**src/rtl/ddu_pkg.sv**
```systemverilog
package ddu_pkg;

  localparam int BYTE_W  = 8;
  localparam int LANES   = 4;
  localparam int WORD_W  = BYTE_W * LANES;
  localparam logic [BYTE_W-1:0] RED_POLY = 8'h1D;

  typedef struct packed {
    logic [BYTE_W-1:0] p8;
    logic [BYTE_W-1:0] p4;
    logic [BYTE_W-1:0] p2;
    logic [BYTE_W-1:0] p1;
  } prod_set_t;

  // one doubling step in GF(2^8)
  function automatic logic [BYTE_W-1:0] gf_dbl(input logic [BYTE_W-1:0] a);
    return {a[BYTE_W-2:0], 1'b0} ^ (a[BYTE_W-1] ? RED_POLY : '0);
  endfunction

endpackage

```
**src/rtl/ddu_prod_gen.sv**
```systemverilog
module ddu_prod_gen
  import ddu_pkg::*;
(
  input  logic [BYTE_W-1:0] x,
  output prod_set_t         prods
);
  logic [BYTE_W-1:0] d1, d2, d3;

  always_comb begin
    d1 = gf_dbl(x);
    d2 = gf_dbl(d1);
    d3 = gf_dbl(d2);
    prods.p1 = x;
    prods.p2 = d1;
    prods.p4 = d2;
    prods.p8 = d3;
  end
endmodule

```
**src/rtl/ddu_row_mix.sv**
```systemverilog
module ddu_row_mix
  import ddu_pkg::*;
(
  input  logic              sel,
  input  prod_set_t         own,
  input  prod_set_t         far1,
  input  prod_set_t         far2,
  input  prod_set_t         far3,
  output logic [BYTE_W-1:0] y
);
  logic [BYTE_W-1:0] t1, t2, t3;

  always_comb begin
    // lane distance 1: 02 or 08
    t1 = sel ? far1.p8 : far1.p2;
    // lane distance 2: 04 or 02
    t2 = sel ? far2.p2 : far2.p4;
    // lane distance 3: 06 or 0A, both share the 02 product
    t3 = far3.p2 ^ (sel ? far3.p8 : far3.p4);
    y  = own.p1 ^ t1 ^ t2 ^ t3;
  end
endmodule

```
**src/rtl/ddu_out_reg.sv**
```systemverilog
module ddu_out_reg
  import ddu_pkg::*;
(
  input  logic              clk,
  input  logic              rst_n,
  input  logic              load,
  input  logic [WORD_W-1:0] d,
  output logic              q_valid,
  output logic [WORD_W-1:0] q
);
  always_ff @(posedge clk or negedge rst_n) begin
    if (!rst_n) begin
      q       <= '0;
      q_valid <= 1'b0;
    end else begin
      q_valid <= load;
      if (load) q <= d;
    end
  end
endmodule

```
**src/rtl/dual_diffusion_unit.sv**
```systemverilog
module dual_diffusion_unit
  import ddu_pkg::*;
(
  input  logic              clk,
  input  logic              rst_n,
  input  logic              in_valid,
  input  logic              mat_sel,
  input  logic [WORD_W-1:0] in_word,
  output logic              out_valid,
  output logic [WORD_W-1:0] out_word
);
  prod_set_t         lane_prod [LANES];
  logic [WORD_W-1:0] mixed_word;
  logic              load_en;

  assign load_en = in_valid;

  for (genvar i = 0; i < LANES; i++) begin : g_prod
    ddu_prod_gen u_prod (
      .x     (in_word[WORD_W-1-BYTE_W*i -: BYTE_W]),
      .prods (lane_prod[i])
    );
  end

  for (genvar j = 0; j < LANES; j++) begin : g_row
    ddu_row_mix u_row (
      .sel  (mat_sel),
      .own  (lane_prod[j]),
      .far1 (lane_prod[j ^ 1]),
      .far2 (lane_prod[j ^ 2]),
      .far3 (lane_prod[j ^ 3]),
      .y    (mixed_word[WORD_W-1-BYTE_W*j -: BYTE_W])
    );
  end

  ddu_out_reg u_oreg (
    .clk     (clk),
    .rst_n   (rst_n),
    .load    (load_en),
    .d       (mixed_word),
    .q_valid (out_valid),
    .q       (out_word)
  );
endmodule

```
**config.mk**
```make
export PLATFORM = sky130hd
export DESIGN_NAME = dual_diffusion_unit
export DESIGN_NICKNAME = d
export VERILOG_FILES = /design/src/rtl/ddu_pkg.sv /design/src/rtl/ddu_prod_gen.sv /design/src/rtl/ddu_row_mix.sv /design/src/rtl/ddu_out_reg.sv /design/src/rtl/dual_diffusion_unit.sv
export SDC_FILE = /design/constraint.sdc
export NUM_CORES = 1
export LEC_CHECK = 0
export CAP_MARGIN = 20
export CORE_ASPECT_RATIO = 1.25
export CORE_MARGIN = 2
export CORE_UTILIZATION = 55
export CTS_CLUSTER_DIAMETER = 80
export DETAILED_ROUTE_END_ITERATION = 16
export PLACE_DENSITY = 0.93
export SETUP_SLACK_MARGIN = 0.1
export SLEW_MARGIN = 20
export SYNTH_ARGS = -nofsm -noshare
export SYNTH_HDL_FRONTEND = slang
export SYNTH_SLANG_ARGS = --single-unit
```
**constraint.sdc**
```tcl
create_clock -name clk -period 0.8 [get_ports clk]
set_input_delay 0.12 -clock clk [delete_from_list [all_inputs] [get_ports clk]]
set_output_delay 0.12 -clock clk [all_outputs]
set_load 0.02 [all_outputs]
```
==> flow_metrics.py, run 1 <==
metrics = {
    "synthesis": {
        "synth_top_family_by_area": "XOR/XNOR gates",
        "syn-cell-area_um2": 4130,
        "synth_compound_gate_area_share_pct": 5.82,
        "synth_cell_types": 23,
        "post_synth_mux_area_share_pct": 12.6,
        "postSynth.topFlopCell": "sky130_fd_sc_hd__dfrtp_1",
        "ys_warn_count": 0,
        "async_set_or_reset_flop_fraction_in_the_synthesized_netlist_pct": 100,
        "synth_largest_type_area_fraction_pct": 28.0,
        "post-synth-top-area-cell": "sky130_fd_sc_hd__xnor2_1",
        "postSynthAreaPerCell_um2": 9.85,
        "yosys_register_bits": 33,
        "xor_and_xnor_fraction_of_the_mapped_netlist_area_pct": 51.0,
        "synth_cells": 419,
        "number_of_nets_in_the_synthesized_netlist": 455,
        "synthTopCellsByArea": "sky130_fd_sc_hd__xnor2_1 28%, sky130_fd_sc_hd__dfrtp_1 20%, sky130_fd_sc_hd__xor2_1 8.3%",
        "synth_simple_gate_area_share_pct": 4.00,
        "yosysSeqAreaShare_pct": 20.0,
        "synth_edf_count": 0,
        "yosys.area_share.adder_pct": 0,
    },
    "placement": {
        "detailed_place_hpwl_um": 10500,
        "place_congestion": 1.00,
        "portBuffers": 68,
        "numPlacedInstances": 637,
        "dpl_cell_area_um2": 5890,
    },
    "floorplan": {
        "top_level_ports": 69,
        "placement_rows": 35,
        "initial_core_util_pct": 56.4,
        "floorplan.die.width_um": 81.5,
        "die_y_um": 101,
    },
    "clocking": {
        "htree_num_levels": 2,
        "post_cts_resized": 529,
        "setup_fix_buffers_added_after_clock_tree_synthesis": 70,
        "clock-sinks": 33,
        "ctsLongestPathBuffers": 2,
        "cts.root.buffer_cell": "sky130_fd_sc_hd__clkbuf_8",
        "cts.hold.buffers_added": 0,
        "cts_buffers": 5,
    },
    "status": {
        "status": "did not finish",
        "flow.first_error": "[ERROR DPL-0038] Utilization greater than 100%, impossible to legalize",
        "failed_stage": "clock tree synthesis (4_1_cts)",
    },
}
[synth_stat cells (2+ instances only)]
master / number
sky130_fd_sc_hd__a21oi_1: 40
sky130_fd_sc_hd__buf_2: 27
sky130_fd_sc_hd__buf_4: 6
sky130_fd_sc_hd__buf_6: 2
sky130_fd_sc_hd__clkbuf_1: 13
sky130_fd_sc_hd__dfrtp_1: 33
sky130_fd_sc_hd__inv_1: 3
sky130_fd_sc_hd__mux2_2: 24
sky130_fd_sc_hd__mux2i_1: 25
sky130_fd_sc_hd__nand2_1: 6
sky130_fd_sc_hd__nor2_1: 23
sky130_fd_sc_hd__nor2b_1: 8
sky130_fd_sc_hd__o21ai_0: 6
sky130_fd_sc_hd__xnor2_1: 132
sky130_fd_sc_hd__xnor2_2: 8
sky130_fd_sc_hd__xnor3_1: 14
sky130_fd_sc_hd__xor2_1: 39
sky130_fd_sc_hd__xor3_1: 5
[kinds of logic after synthesis]
group	after synthesis
muxes	49
and+or+nand+nor	38
xor gates and xnor gates	200
DFF	33
AOI/OAI and AO/OA	47
buffers and inverters	52
[through the flow]
step	hold WS [ns]	setup slack (ns)
after floorplan	-0.176	-0.689
after global placement	0.491	-1.38
after detailed placement	0.500	-1.43
==> inputs of run 2 (changes only) <==
--- a/config.mk
+++ b/config.mk
@@ -6,13 +6,10 @@
 export NUM_CORES = 1
 export LEC_CHECK = 0
 export CAP_MARGIN = 20
-export CORE_ASPECT_RATIO = 1.25
 export CORE_MARGIN = 2
-export CORE_UTILIZATION = 55
-export CTS_CLUSTER_DIAMETER = 80
+export CORE_UTILIZATION = 40
 export DETAILED_ROUTE_END_ITERATION = 16
-export PLACE_DENSITY = 0.93
-export SETUP_SLACK_MARGIN = 0.1
+export PLACE_DENSITY_LB_ADDON = 0.15
 export SLEW_MARGIN = 20
 export SYNTH_ARGS = -nofsm -noshare
 export SYNTH_HDL_FRONTEND = slang
==> run 2 against run 1 <==
  * The flow now finishes, with violations (hold timing, setup timing)
  * Synthesized cell count unchanged
  * Area after synthesis unchanged
==> flow_metrics.py, run 2 <==
metrics = {
    "detailed_routing": {
        "routedWlPerCell_um": 25.1,
        "drtIter0Drc": 244,
        "number_of_vias_per_cell_after_detailed_routing": 5.23,
        "drc_errors": 0,
        "route.final.wire_length_um": 19900,
        "route.vias.total": 4145,
        "detail_route.first_pass.iterations": 4,
        "route.antenna.remaining_nets": 0,
    },
    "clocking": {
        "clock_insertion_delay_worst_skew_ns": 0.31,
        "htree_num_levels": 2,
        "ctsLongestPathBuffers": 2,
        "cts_buffers": 5,
        "cts.root.buffer_cell": "sky130_fd_sc_hd__clkbuf_8",
        "clk_pin_slew_ns": 0.08,
        "clock-sinks": 33,
        "cts_tree": "yes",
    },
    "status": {
        "violations_in_the_final_reports": "hold timing, setup timing",
        "status": "finished, violations left",
    },
    "synthesis": {
        "synth_cells": 419,
        "netlist_top_cells_count": "132 x sky130_fd_sc_hd__xnor2_1, 40 x sky130_fd_sc_hd__a21oi_1, 39 x sky130_fd_sc_hd__xor2_1",
        "synth_edf_count": 0,
        "synth_cell_types": 23,
        "yosysMostFrequentCell": "sky130_fd_sc_hd__xnor2_1",
        "number_of_nets_in_the_synthesized_netlist": 455,
        "synthTopCellsByArea": "sky130_fd_sc_hd__xnor2_1 28%, sky130_fd_sc_hd__dfrtp_1 20%, sky130_fd_sc_hd__xor2_1 8.3%",
        "yosys_register_bits": 33,
        "post-synth-top-area-cell": "sky130_fd_sc_hd__xnor2_1",
        "postSynthAreaPerCell_um2": 9.85,
        "ys_warn_count": 0,
        "synth_largest_type_area_fraction_pct": 28.0,
        "async_set_or_reset_flop_fraction_in_the_synthesized_netlist_pct": 100,
        "postSynth.topFlopCell": "sky130_fd_sc_hd__dfrtp_1",
        "yosysSeqAreaShare_pct": 20.0,
        "syn-cell-area_um2": 4130,
    },
    "setup_path": {
        "timing.critical_path.from_type": "input port",
        "critPathSlowestCell": "sky130_fd_sc_hd__xnor3_1",
        "crit_family": "XOR/XNOR gates",
        "critPathMostFrequentCell": "sky130_fd_sc_hd__buf_12",
        "crit_path_end_kind": "flip-flop",
        "worst-r2r-cell-count": 2,
        "critical_path_peak_fanout": 3,
        "crit_path_cell_trace": "buf_12, buf_12, buf_12, xnor2_4, xnor3_1, mux2i_1, xnor2_1, a21oi_1",
        "reg2reg_from": "u_oreg.q[3]",
        "timing_worst_setup_path_type": "in -> reg",
        "critical_path_cell_count": 8,
        "critical_path.endpoint": "u_oreg.q[2]",
        "worstPathArrival_ns": 1.60,
        "worstPathBufferInverterCount": 3,
        "regToRegEndpoint": "u_oreg.q[3]",
        "setup.worst_path.start": "in_word[30]",
        "reg2reg_slack_ns": -0.18,
        "critical-path-max-stage-delay_ns": 0.41,
        "critical_path_required_ns": 0.99,
    },
    "power_and_ir_drop": {
        "intPower_mw": 9.37,
        "finalPower_mw": 15.2,
        "power.clock.fraction_pct": 11.9,
        "irDropWorstVdd_mv": 1.48,
        "netSwitchingFraction_pct": 38.3,
        "power_per_cell_area_nw_per_um2": 1750,
        "seqPwrFrac_pct": 19.1,
        "leak_pwr_nw": 3.93,
        "power_switching_mw": 5.82,
        "power.share.combinational_pct": 69.0,
    },
    "timing": {
        "setup-violations-final": 65,
        "max_clock_freq_mhz": 708,
        "timing.max_slew.rel_slack_pct": 77.8,
        "fin_worst_skew_ns": 0,
        "setup_ws_ns": -0.613,
        "timing.final.crit_period_ns": 1.41,
        "final_max_slew_viol_count": 0,
        "worst_slew_pin_slew_ns": 0.323,
        "timing.final.crit_share_pct": 177,
        "rsz0062_at_grt": "yes",
        "hold_viol_final": 1,
        "timing.hold.ws_ns": -0.00383,
    },
    "placement": {
        "place_congestion": 0.908,
        "pre_cts_slack_ns": -1.37,
        "detailed_place_hpwl_um": 9740,
        "portBuffers": 68,
    },
    "finish": {
        "fillCellCount": 420,
        "final_cell_mix": "116 x sky130_fd_sc_hd__buf_4, 88 x sky130_fd_sc_hd__buf_6, 68 x sky130_fd_sc_hd__xnor2_1, 40 x sky130_fd_sc_hd__xnor2_2, 33 x sky130_fd_sc_hd__dfrtp_1",
        "area_delta_synth_final_pct": 111,
        "multi_input_area_um2": 4510,
        "ratio_of_cells_with_drive_above_1_in_the_final_layout_pct": 70.3,
        "layout.cells.most_common": "sky130_fd_sc_hd__buf_4",
        "diodes": 0,
        "regArea_um2": 826,
        "largest_registers": "u_oreg.q: 32 flops, u_oreg.q_valid: 1 flops",
        "largest_reg_flops": 32,
        "max_flop_register": "u_oreg.q",
        "nets": 692,
    },
    "floorplan": {
        "coreArea_um2": 10200,
        "top_level_ports": 69,
        "area_of_the_die_um2": 11100,
        "placement_rows": 37,
        "die_y_um": 106,
        "initial_core_util_pct": 40.5,
        "floorplan.die.width_um": 106,
    },
    "min_path": {
        "holdCritPathClass": "in -> reg",
    },
    "global_routing": {
        "number_of_global_route_vias_before_repair": 4217,
        "grt_overflow_total": 0,
        "grt_util_all_layers_pct": 29.4,
        "grt_pass1_wl_um": 24400,
        "antenna_found_initial": 0,
        "grt_max_degree": 34,
    },
    "flow_run": {
        "max_cap_violation_count": 0,
    },
}
-- run 2: layout make-up --
cell class,instances,area share [%]
Inverter,3,0.273
Clock inverter,1,0.345
Multi-Input combinational cell,334,51.8
Clock buffer,7,0.992
Tap cell,136,1.96
Sequential cell,33,9.49
Timing Repair Buffer,279,35.2
-- run 2: power by group through the flow --
stage | Combinational, mW | Sequential, mW | Clock [mW]
3_3_place_gp | 7.22 | 2.74 | 0
2_1_floorplan | 3.70 | 3.52 | 0
6_report | 10.5 | 2.90 | 1.81
4_1_cts | 9.02 | 2.86 | 1.79
3_5_place_dp | 7.27 | 2.76 | 0
5_1_grt | 10.9 | 2.96 | 1.86
-- run 2: worst min path at each step --
stage,slack [ns],to,cells after the start,start
finish,-0.004,u_oreg.q_valid,1,in_valid
global route,-0.006,u_oreg.q_valid,1,in_valid
CTS,0.005,u_oreg.q_valid,1,in_valid
detailed placement,0.1,u_oreg.q[21],2,rst_n
global placement,0.1,u_oreg.q[21],2,rst_n
floorplan,-0.18,u_oreg.q[0],0,rst_n
-- run 2: through the flow --
stage | cell area, um2 | utilization [%] | std cells | hold slack, ns | TNS [ns]
floorplan | 4650 | - | 419 | -0.176 | -16.33
global placement | 6010 | 59.0 | 689 | 0.0984 | -46.19
detailed placement | 6010 | 59.0 | 689 | 0.0974 | -46.51
CTS | 7700 | 75.6 | 759 | 0.00471 | -19.70
global route | 8700 | 85.5 | 793 | -0.00607 | -21.47
finish | 8700 | 85.5 | 793 | -0.00383 | -20.09
-- run 2: cell families after synthesis --
family                    after synthesis  share of synthesized area [%]
and+or+nand+nor                        38                           4.00
xor gates and xnor gates              200                           51.0
DFF                                    33                           20.0
buffers and inverters                  52                           6.49
AOI/OAI and AO/OA                      47                           5.82
muxes                                  49                           12.6
-- run 2: routing by layer --
layer  part of all wire, %  vias up  global-route usage, %
met2                    51      186                   52.6
li1                      -     1795                      -
met4                   5.6        0                   12.0
met5                     0        -                      0
met3                   5.6       77                   4.76
met1                    37     2087                   34.8
-- run 2: timing repair --
action                                  CTS  global route
endpoints found under the hold margin    33             0
pin swaps                               105            82
gates resized for setup                 526           163
endpoints found under the setup margin   65            65
cloned                                    0             3
buffers inserted                         65            43
hold buffers                              1             0
No activity file was read; power rests on OpenSTA's default activity.
==> inputs of run 3 (changes only) <==
--- a/config.mk
+++ b/config.mk
@@ -10,6 +10,7 @@
 export CORE_UTILIZATION = 40
 export DETAILED_ROUTE_END_ITERATION = 16
 export PLACE_DENSITY_LB_ADDON = 0.15
+export RECOVER_POWER = 100
 export SLEW_MARGIN = 20
 export SYNTH_ARGS = -nofsm -noshare
 export SYNTH_HDL_FRONTEND = slang
==> run 3 against run 2 <==
  * The run ends with setup timing left
  * Critical path depth stayed put
  * Sequential power hardly changed
  * Power hardly changed
  * Combinational power hardly changed
  * First-iteration DRC count stayed put
  * Core utilization is 0.11 points lower
  * Critical endpoint unchanged
==> flow_metrics.py, run 3 (same netlist as run 2, synthesis figures left out) <==
metrics = {
    "finish": {
        "layout.cells.most_common": "sky130_fd_sc_hd__buf_4",
        "final_cell_mix": "116 x sky130_fd_sc_hd__buf_4, 89 x sky130_fd_sc_hd__buf_6, 68 x sky130_fd_sc_hd__xnor2_1, 40 x sky130_fd_sc_hd__xnor2_2, 33 x sky130_fd_sc_hd__dfrtp_1",
        "regArea_um2": 826,
        "nets": 692,
        "finalNonFillerCells": 793,
        "largest_registers": "u_oreg.q: 32 flops, u_oreg.q_valid: 1 flops",
        "fillCellCount": 421,
        "largest_reg_flops": 32,
        "max_flop_register": "u_oreg.q",
        "area_delta_synth_final_pct": 111,
        "fin_util_pct": 85.3,
        "ratio_of_cells_with_drive_above_1_in_the_final_layout_pct": 70.0,
        "multi_input_area_um2": 4510,
        "diodes": 0,
    },
    "power_and_ir_drop": {
        "leak_pwr_nw": 3.92,
        "power_per_cell_area_nw_per_um2": 1750,
        "irDropWorstVdd_mv": 1.48,
        "finalPower_mw": 15.2,
    },
    "detailed_routing": {
        "drtIter0Drc": 244,
        "detail_route.first_pass.iterations": 4,
        "route.final.wire_length_um": 19900,
        "routedWlPerCell_um": 25.1,
        "drc_errors": 0,
        "number_of_vias_per_cell_after_detailed_routing": 5.23,
        "route.vias.total": 4144,
        "route.antenna.remaining_nets": 0,
    },
    "clocking": {
        "clock-sinks": 33,
        "cts_tree": "yes",
        "clk_pin_slew_ns": 0.08,
        "cts.root.buffer_cell": "sky130_fd_sc_hd__clkbuf_8",
        "clock_insertion_delay_worst_skew_ns": 0.31,
        "htree_num_levels": 2,
        "cts_buffers": 5,
        "ctsLongestPathBuffers": 2,
    },
    "global_routing": {
        "number_of_global_route_vias_before_repair": 4217,
        "grt_pass1_wl_um": 24400,
        "grt_util_all_layers_pct": 29.4,
        "antenna_found_initial": 0,
        "grt_overflow_total": 0,
        "grt_max_degree": 34,
    },
    "timing": {
        "rsz0062_at_grt": "yes",
        "setup-violations-final": 65,
        "timing.max_slew.rel_slack_pct": 77.8,
        "max_clock_freq_mhz": 708,
        "timing.final.crit_period_ns": 1.41,
        "worst_slew_pin_slew_ns": 0.323,
        "fin_worst_skew_ns": 0,
        "final_max_slew_viol_count": 0,
        "setup_ws_ns": -0.613,
        "hold_viol_final": 0,
        "timing.final.crit_share_pct": 177,
    },
    "setup_path": {
        "reg2reg_from": "u_oreg.q[3]",
        "crit_path_end_kind": "flip-flop",
        "timing.critical_path.from_type": "input port",
        "worst-r2r-cell-count": 2,
        "worstPathArrival_ns": 1.60,
        "timing_worst_setup_path_type": "in -> reg",
        "critical_path_peak_fanout": 3,
        "regToRegEndpoint": "u_oreg.q[3]",
        "reg2reg_slack_ns": -0.18,
        "critical_path_required_ns": 0.99,
    },
    "floorplan": {
        "floorplan.die.width_um": 106,
        "die_y_um": 106,
        "coreArea_um2": 10200,
        "placement_rows": 37,
        "top_level_ports": 69,
        "area_of_the_die_um2": 11100,
        "initial_core_util_pct": 40.5,
    },
    "placement": {
        "portBuffers": 68,
        "detailed_place_hpwl_um": 9740,
        "place_congestion": 0.908,
        "numPlacedInstances": 689,
        "pre_cts_slack_ns": -1.37,
    },
    "min_path": {
        "holdCritPathClass": "in -> reg",
        "worstHoldStart": "in_valid",
        "holdPathStages": 1,
        "min_to": "u_oreg.q_valid",
    },
    "flow_run": {
        "max_cap_violation_count": 0,
    },
    "status": {
        "status": "finished, violations left",
        "violations_in_the_final_reports": "setup timing",
    },
}
==> run 3: cell type report <==
cell class / instances / area share, %
well taps: 136 / 1.96
multi-input cells: 334 / 51.8
flip-flops and latches: 33 / 9.50
repair buffers: 279 / 35.1
inverters: 3 / 0.273
clock buffers: 7 / 0.993
clock inverters: 1 / 0.345
==> run 3: metrics by stage <==
stage                     instance area, um2  setup TNS [ns]  hold slack, ns
after detailed placement                6010          -46.51          0.0974
after global placement                  6010          -46.19          0.0984
final                                   8690          -20.09          0.0359
after CTS                               7700          -19.70         0.00471
after floorplan                         4650          -16.33          -0.176
after global routing                    8690          -21.47          0.0363
==> run 3: power by group <==
group / leakage (nW) / switching [mW] / internal [mW]
clock network: 0.0585 / 0.792 / 1.02
logic: 3.48 / 4.46 / 6.01
registers: 0.382 / 0.564 / 2.33
==> run 3: how the worst max path moves through the flow <==
stage	slack [ns]	end	depth (start not counted)	from
floorplan	-0.69	u_oreg.q[5]	6	in_word[10]
global placement	-1.32	u_oreg.q[12]	7	in_word[22]
detailed placement	-1.37	u_oreg.q[3]	7	in_word[22]
CTS	-0.64	u_oreg.q[4]	8	in_word[23]
global route	-0.67	u_oreg.q[2]	8	in_word[30]
finish	-0.61	u_oreg.q[2]	8	in_word[30]
==> run 3: critical path: stages <==
cell	delay (ns)
sky130_fd_sc_hd__buf_12	0.12
sky130_fd_sc_hd__buf_12	0.14
sky130_fd_sc_hd__buf_12	0.12
sky130_fd_sc_hd__xnor2_4	0.21
sky130_fd_sc_hd__xnor3_1	0.41
sky130_fd_sc_hd__mux2i_1	0.23
sky130_fd_sc_hd__xnor2_1	0.16
sky130_fd_sc_hd__a21oi_1	0.09
==> run 3: timing repair <==
action,4_1_cts,5_1_grt
endpoints found under the hold margin,33,0
endpoints found under the setup margin,65,65
setup buffers,65,43
gates cloned,0,3
hold buffers,1,0
resized for setup,526,163
pin swaps,105,82
==> run 3: per-layer routing <==
| layer | part of all wire [%] | GRT usage [%] | up-vias |
|---|---|---|---|
| met3 | 5.6 | 4.76 | 77 |
| met2 | 51 | 52.6 | 186 |
| met5 | 0 | 0 | - |
| li1 | - | - | 1795 |
| met1 | 37 | 34.8 | 2086 |
| met4 | 5.6 | 12.0 | 0 |
==> inputs of run 4 (changes only) <==
--- a/config.mk
+++ b/config.mk
@@ -9,6 +9,7 @@
 export CORE_MARGIN = 2
 export CORE_UTILIZATION = 40
 export DETAILED_ROUTE_END_ITERATION = 16
+export HOLD_SLACK_MARGIN = 0.15
 export PLACE_DENSITY_LB_ADDON = 0.15
 export RECOVER_POWER = 100
 export SLEW_MARGIN = 20
==> run 4 against run 3 <==
  * The run still ends with setup timing left
  * Global-route usage about the same
  * Clock-buffer cell count unchanged
  * Cell count grew 0.13%
  * Power about the same
  * Via count is 1.3% lower
  * Combinational power about the same
  * Largest power group unchanged
==> flow_metrics.py, run 4 (same netlist as run 2, synthesis figures left out) <==
metrics = {
    "finish": {
        "fin_util_pct": 85.4,
        "final_cell_mix": "116 x sky130_fd_sc_hd__buf_4, 89 x sky130_fd_sc_hd__buf_6, 68 x sky130_fd_sc_hd__xnor2_1, 40 x sky130_fd_sc_hd__xnor2_2, 33 x sky130_fd_sc_hd__dfrtp_1",
        "finalNonFillerCells": 794,
        "fillCellCount": 428,
        "ratio_of_cells_with_drive_above_1_in_the_final_layout_pct": 69.9,
        "diodes": 0,
        "area_delta_synth_final_pct": 111,
        "layout.cells.most_common": "sky130_fd_sc_hd__buf_4",
        "largest_reg_flops": 32,
        "nets": 693,
        "max_flop_register": "u_oreg.q",
        "largest_registers": "u_oreg.q: 32 flops, u_oreg.q_valid: 1 flops",
    },
    "timing": {
        "final_max_slew_viol_count": 0,
        "rsz0062_at_grt": "yes",
        "hold_viol_final": 0,
        "timing.final.crit_period_ns": 1.41,
        "setup-violations-final": 65,
        "timing.max_slew.rel_slack_pct": 78.0,
        "max_clock_freq_mhz": 707,
        "timing.final.crit_share_pct": 177,
        "setup_ws_ns": -0.614,
        "fin_worst_skew_ns": 0,
        "worst_slew_pin_slew_ns": 0.320,
    },
    "detailed_routing": {
        "route.final.wire_length_um": 19900,
        "drtIter0Drc": 238,
        "route.vias.total": 4089,
        "number_of_vias_per_cell_after_detailed_routing": 5.15,
        "detail_route.first_pass.iterations": 4,
        "route.antenna.remaining_nets": 0,
        "routedWlPerCell_um": 25.0,
        "drc_errors": 0,
    },
    "clocking": {
        "htree_num_levels": 2,
        "ctsLongestPathBuffers": 2,
        "clk_pin_slew_ns": 0.08,
        "cts.root.buffer_cell": "sky130_fd_sc_hd__clkbuf_8",
        "clock_insertion_delay_worst_skew_ns": 0.30,
        "cts_tree": "yes",
        "clock-sinks": 33,
        "cts_buffers": 5,
    },
    "power_and_ir_drop": {
        "seqPwrFrac_pct": 19.1,
        "power.share.combinational_pct": 69.1,
        "leak_pwr_nw": 3.92,
        "power.clock.fraction_pct": 11.8,
        "finalPower_mw": 15.2,
        "netSwitchingFraction_pct": 38.3,
        "power_per_cell_area_nw_per_um2": 1740,
        "power_switching_mw": 5.81,
        "irDropWorstVdd_mv": 1.48,
        "intPower_mw": 9.37,
    },
    "placement": {
        "numPlacedInstances": 689,
        "detailed_place_hpwl_um": 9740,
        "portBuffers": 68,
        "place_congestion": 0.908,
    },
    "floorplan": {
        "area_of_the_die_um2": 11100,
        "top_level_ports": 69,
        "die_y_um": 106,
        "floorplan.die.width_um": 106,
        "initial_core_util_pct": 40.5,
        "placement_rows": 37,
        "coreArea_um2": 10200,
    },
    "global_routing": {
        "antenna_found_initial": 0,
        "number_of_global_route_vias_before_repair": 4225,
        "grt_util_all_layers_pct": 29.4,
        "grt_overflow_total": 0,
        "grt_pass1_wl_um": 24400,
        "grt_max_degree": 34,
    },
    "setup_path": {
        "timing.critical_path.from_type": "input port",
        "worstPathArrival_ns": 1.60,
        "crit_path_end_kind": "flip-flop",
        "critical_path_required_ns": 0.99,
        "timing_worst_setup_path_type": "in -> reg",
        "critical_path_peak_fanout": 3,
    },
    "min_path": {
        "holdCritPathClass": "in -> reg",
    },
    "flow_run": {
        "max_cap_violation_count": 0,
    },
    "status": {
        "violations_in_the_final_reports": "setup timing",
        "status": "finished, violations left",
    },
}
-- run 4: path summary, 6_finish.rpt --
| kind | startpoint | end | slack [ns] | cells past startpoint |
|---|---|---|---|---|
| max | in_word[30] | u_oreg.q[2] | -0.61 | 8 |
| min | in_valid | u_oreg.q[30] | 0.33 | 3 |
| max reg2reg | u_oreg.q[3] | u_oreg.q[3] | -0.18 | 2 |
| min reg2reg | u_oreg.q[22] | u_oreg.q[22] | 0.53 | 1 |
| max in group asynchronous | rst_n | u_oreg.q[2] | 0.18 | 3 |
| min in group asynchronous | rst_n | u_oreg.q[4] | 0.36 | 3 |
-- run 4: stage by stage --
stage	setup TNS [ns]	instance area [um2]	hold slack (ns)	setup slack (ns)
global route	-21.50	8700	0.334	-0.667
detailed placement	-46.51	6010	0.0974	-1.37
finish	-20.08	8700	0.328	-0.614
floorplan	-16.33	4650	-0.176	-0.689
CTS	-19.70	7710	0.283	-0.641
global placement	-46.19	6010	0.0984	-1.32
-- run 4: timing repair --
item                                   CTS  global route
gates resized for setup                526           163
pin swaps                              105            82
endpoints found under the hold margin   34             0
cloned                                   0             3
buffers inserted                        65            43
setup endpoints to repair               65            65
hold buffers                             2             0
-- run 4: area by class of cell --
type / instances / area [um2] / share of cell area (%)
clock buffers: 7 / 86.3 / 0.992
inverters: 3 / 23.8 / 0.273
multi-input cells: 334 / 4510 / 51.8
clock inverters: 1 / 30.0 / 0.345
flip-flops and latches: 33 / 826 / 9.49
well taps: 136 / 170 / 1.96
repair buffers: 280 / 3060 / 35.2
-- run 4: metal layers --
metal  track usage (%)  share of wire [%]  vias to the layer above
li1                  -                  -                     1800
met1              34.8                 38                     2034
met2              52.7                 51                      173
met3              4.76                4.5                       82
met4              12.0                6.2                        0
met5                 0                  0                        -
-- run 4: critical path: stages --
cell and delay [ns]:
sky130_fd_sc_hd__buf_12 0.12, sky130_fd_sc_hd__buf_12 0.14, sky130_fd_sc_hd__buf_12 0.12, sky130_fd_sc_hd__xnor2_4 0.21, sky130_fd_sc_hd__xnor3_1 0.40, sky130_fd_sc_hd__mux2i_1 0.23, sky130_fd_sc_hd__xnor2_1 0.17, sky130_fd_sc_hd__a21oi_1 0.09
-- run 4: power by group through the flow --
stage	Combinational, mW	Clock, mW	Sequential, mW
after detailed placement	7.27	0	2.76
after global routing	10.9	1.85	2.96
after CTS	9.02	1.79	2.86
final	10.5	1.79	2.90
after global placement	7.22	0	2.74
after floorplan	3.70	0	3.52
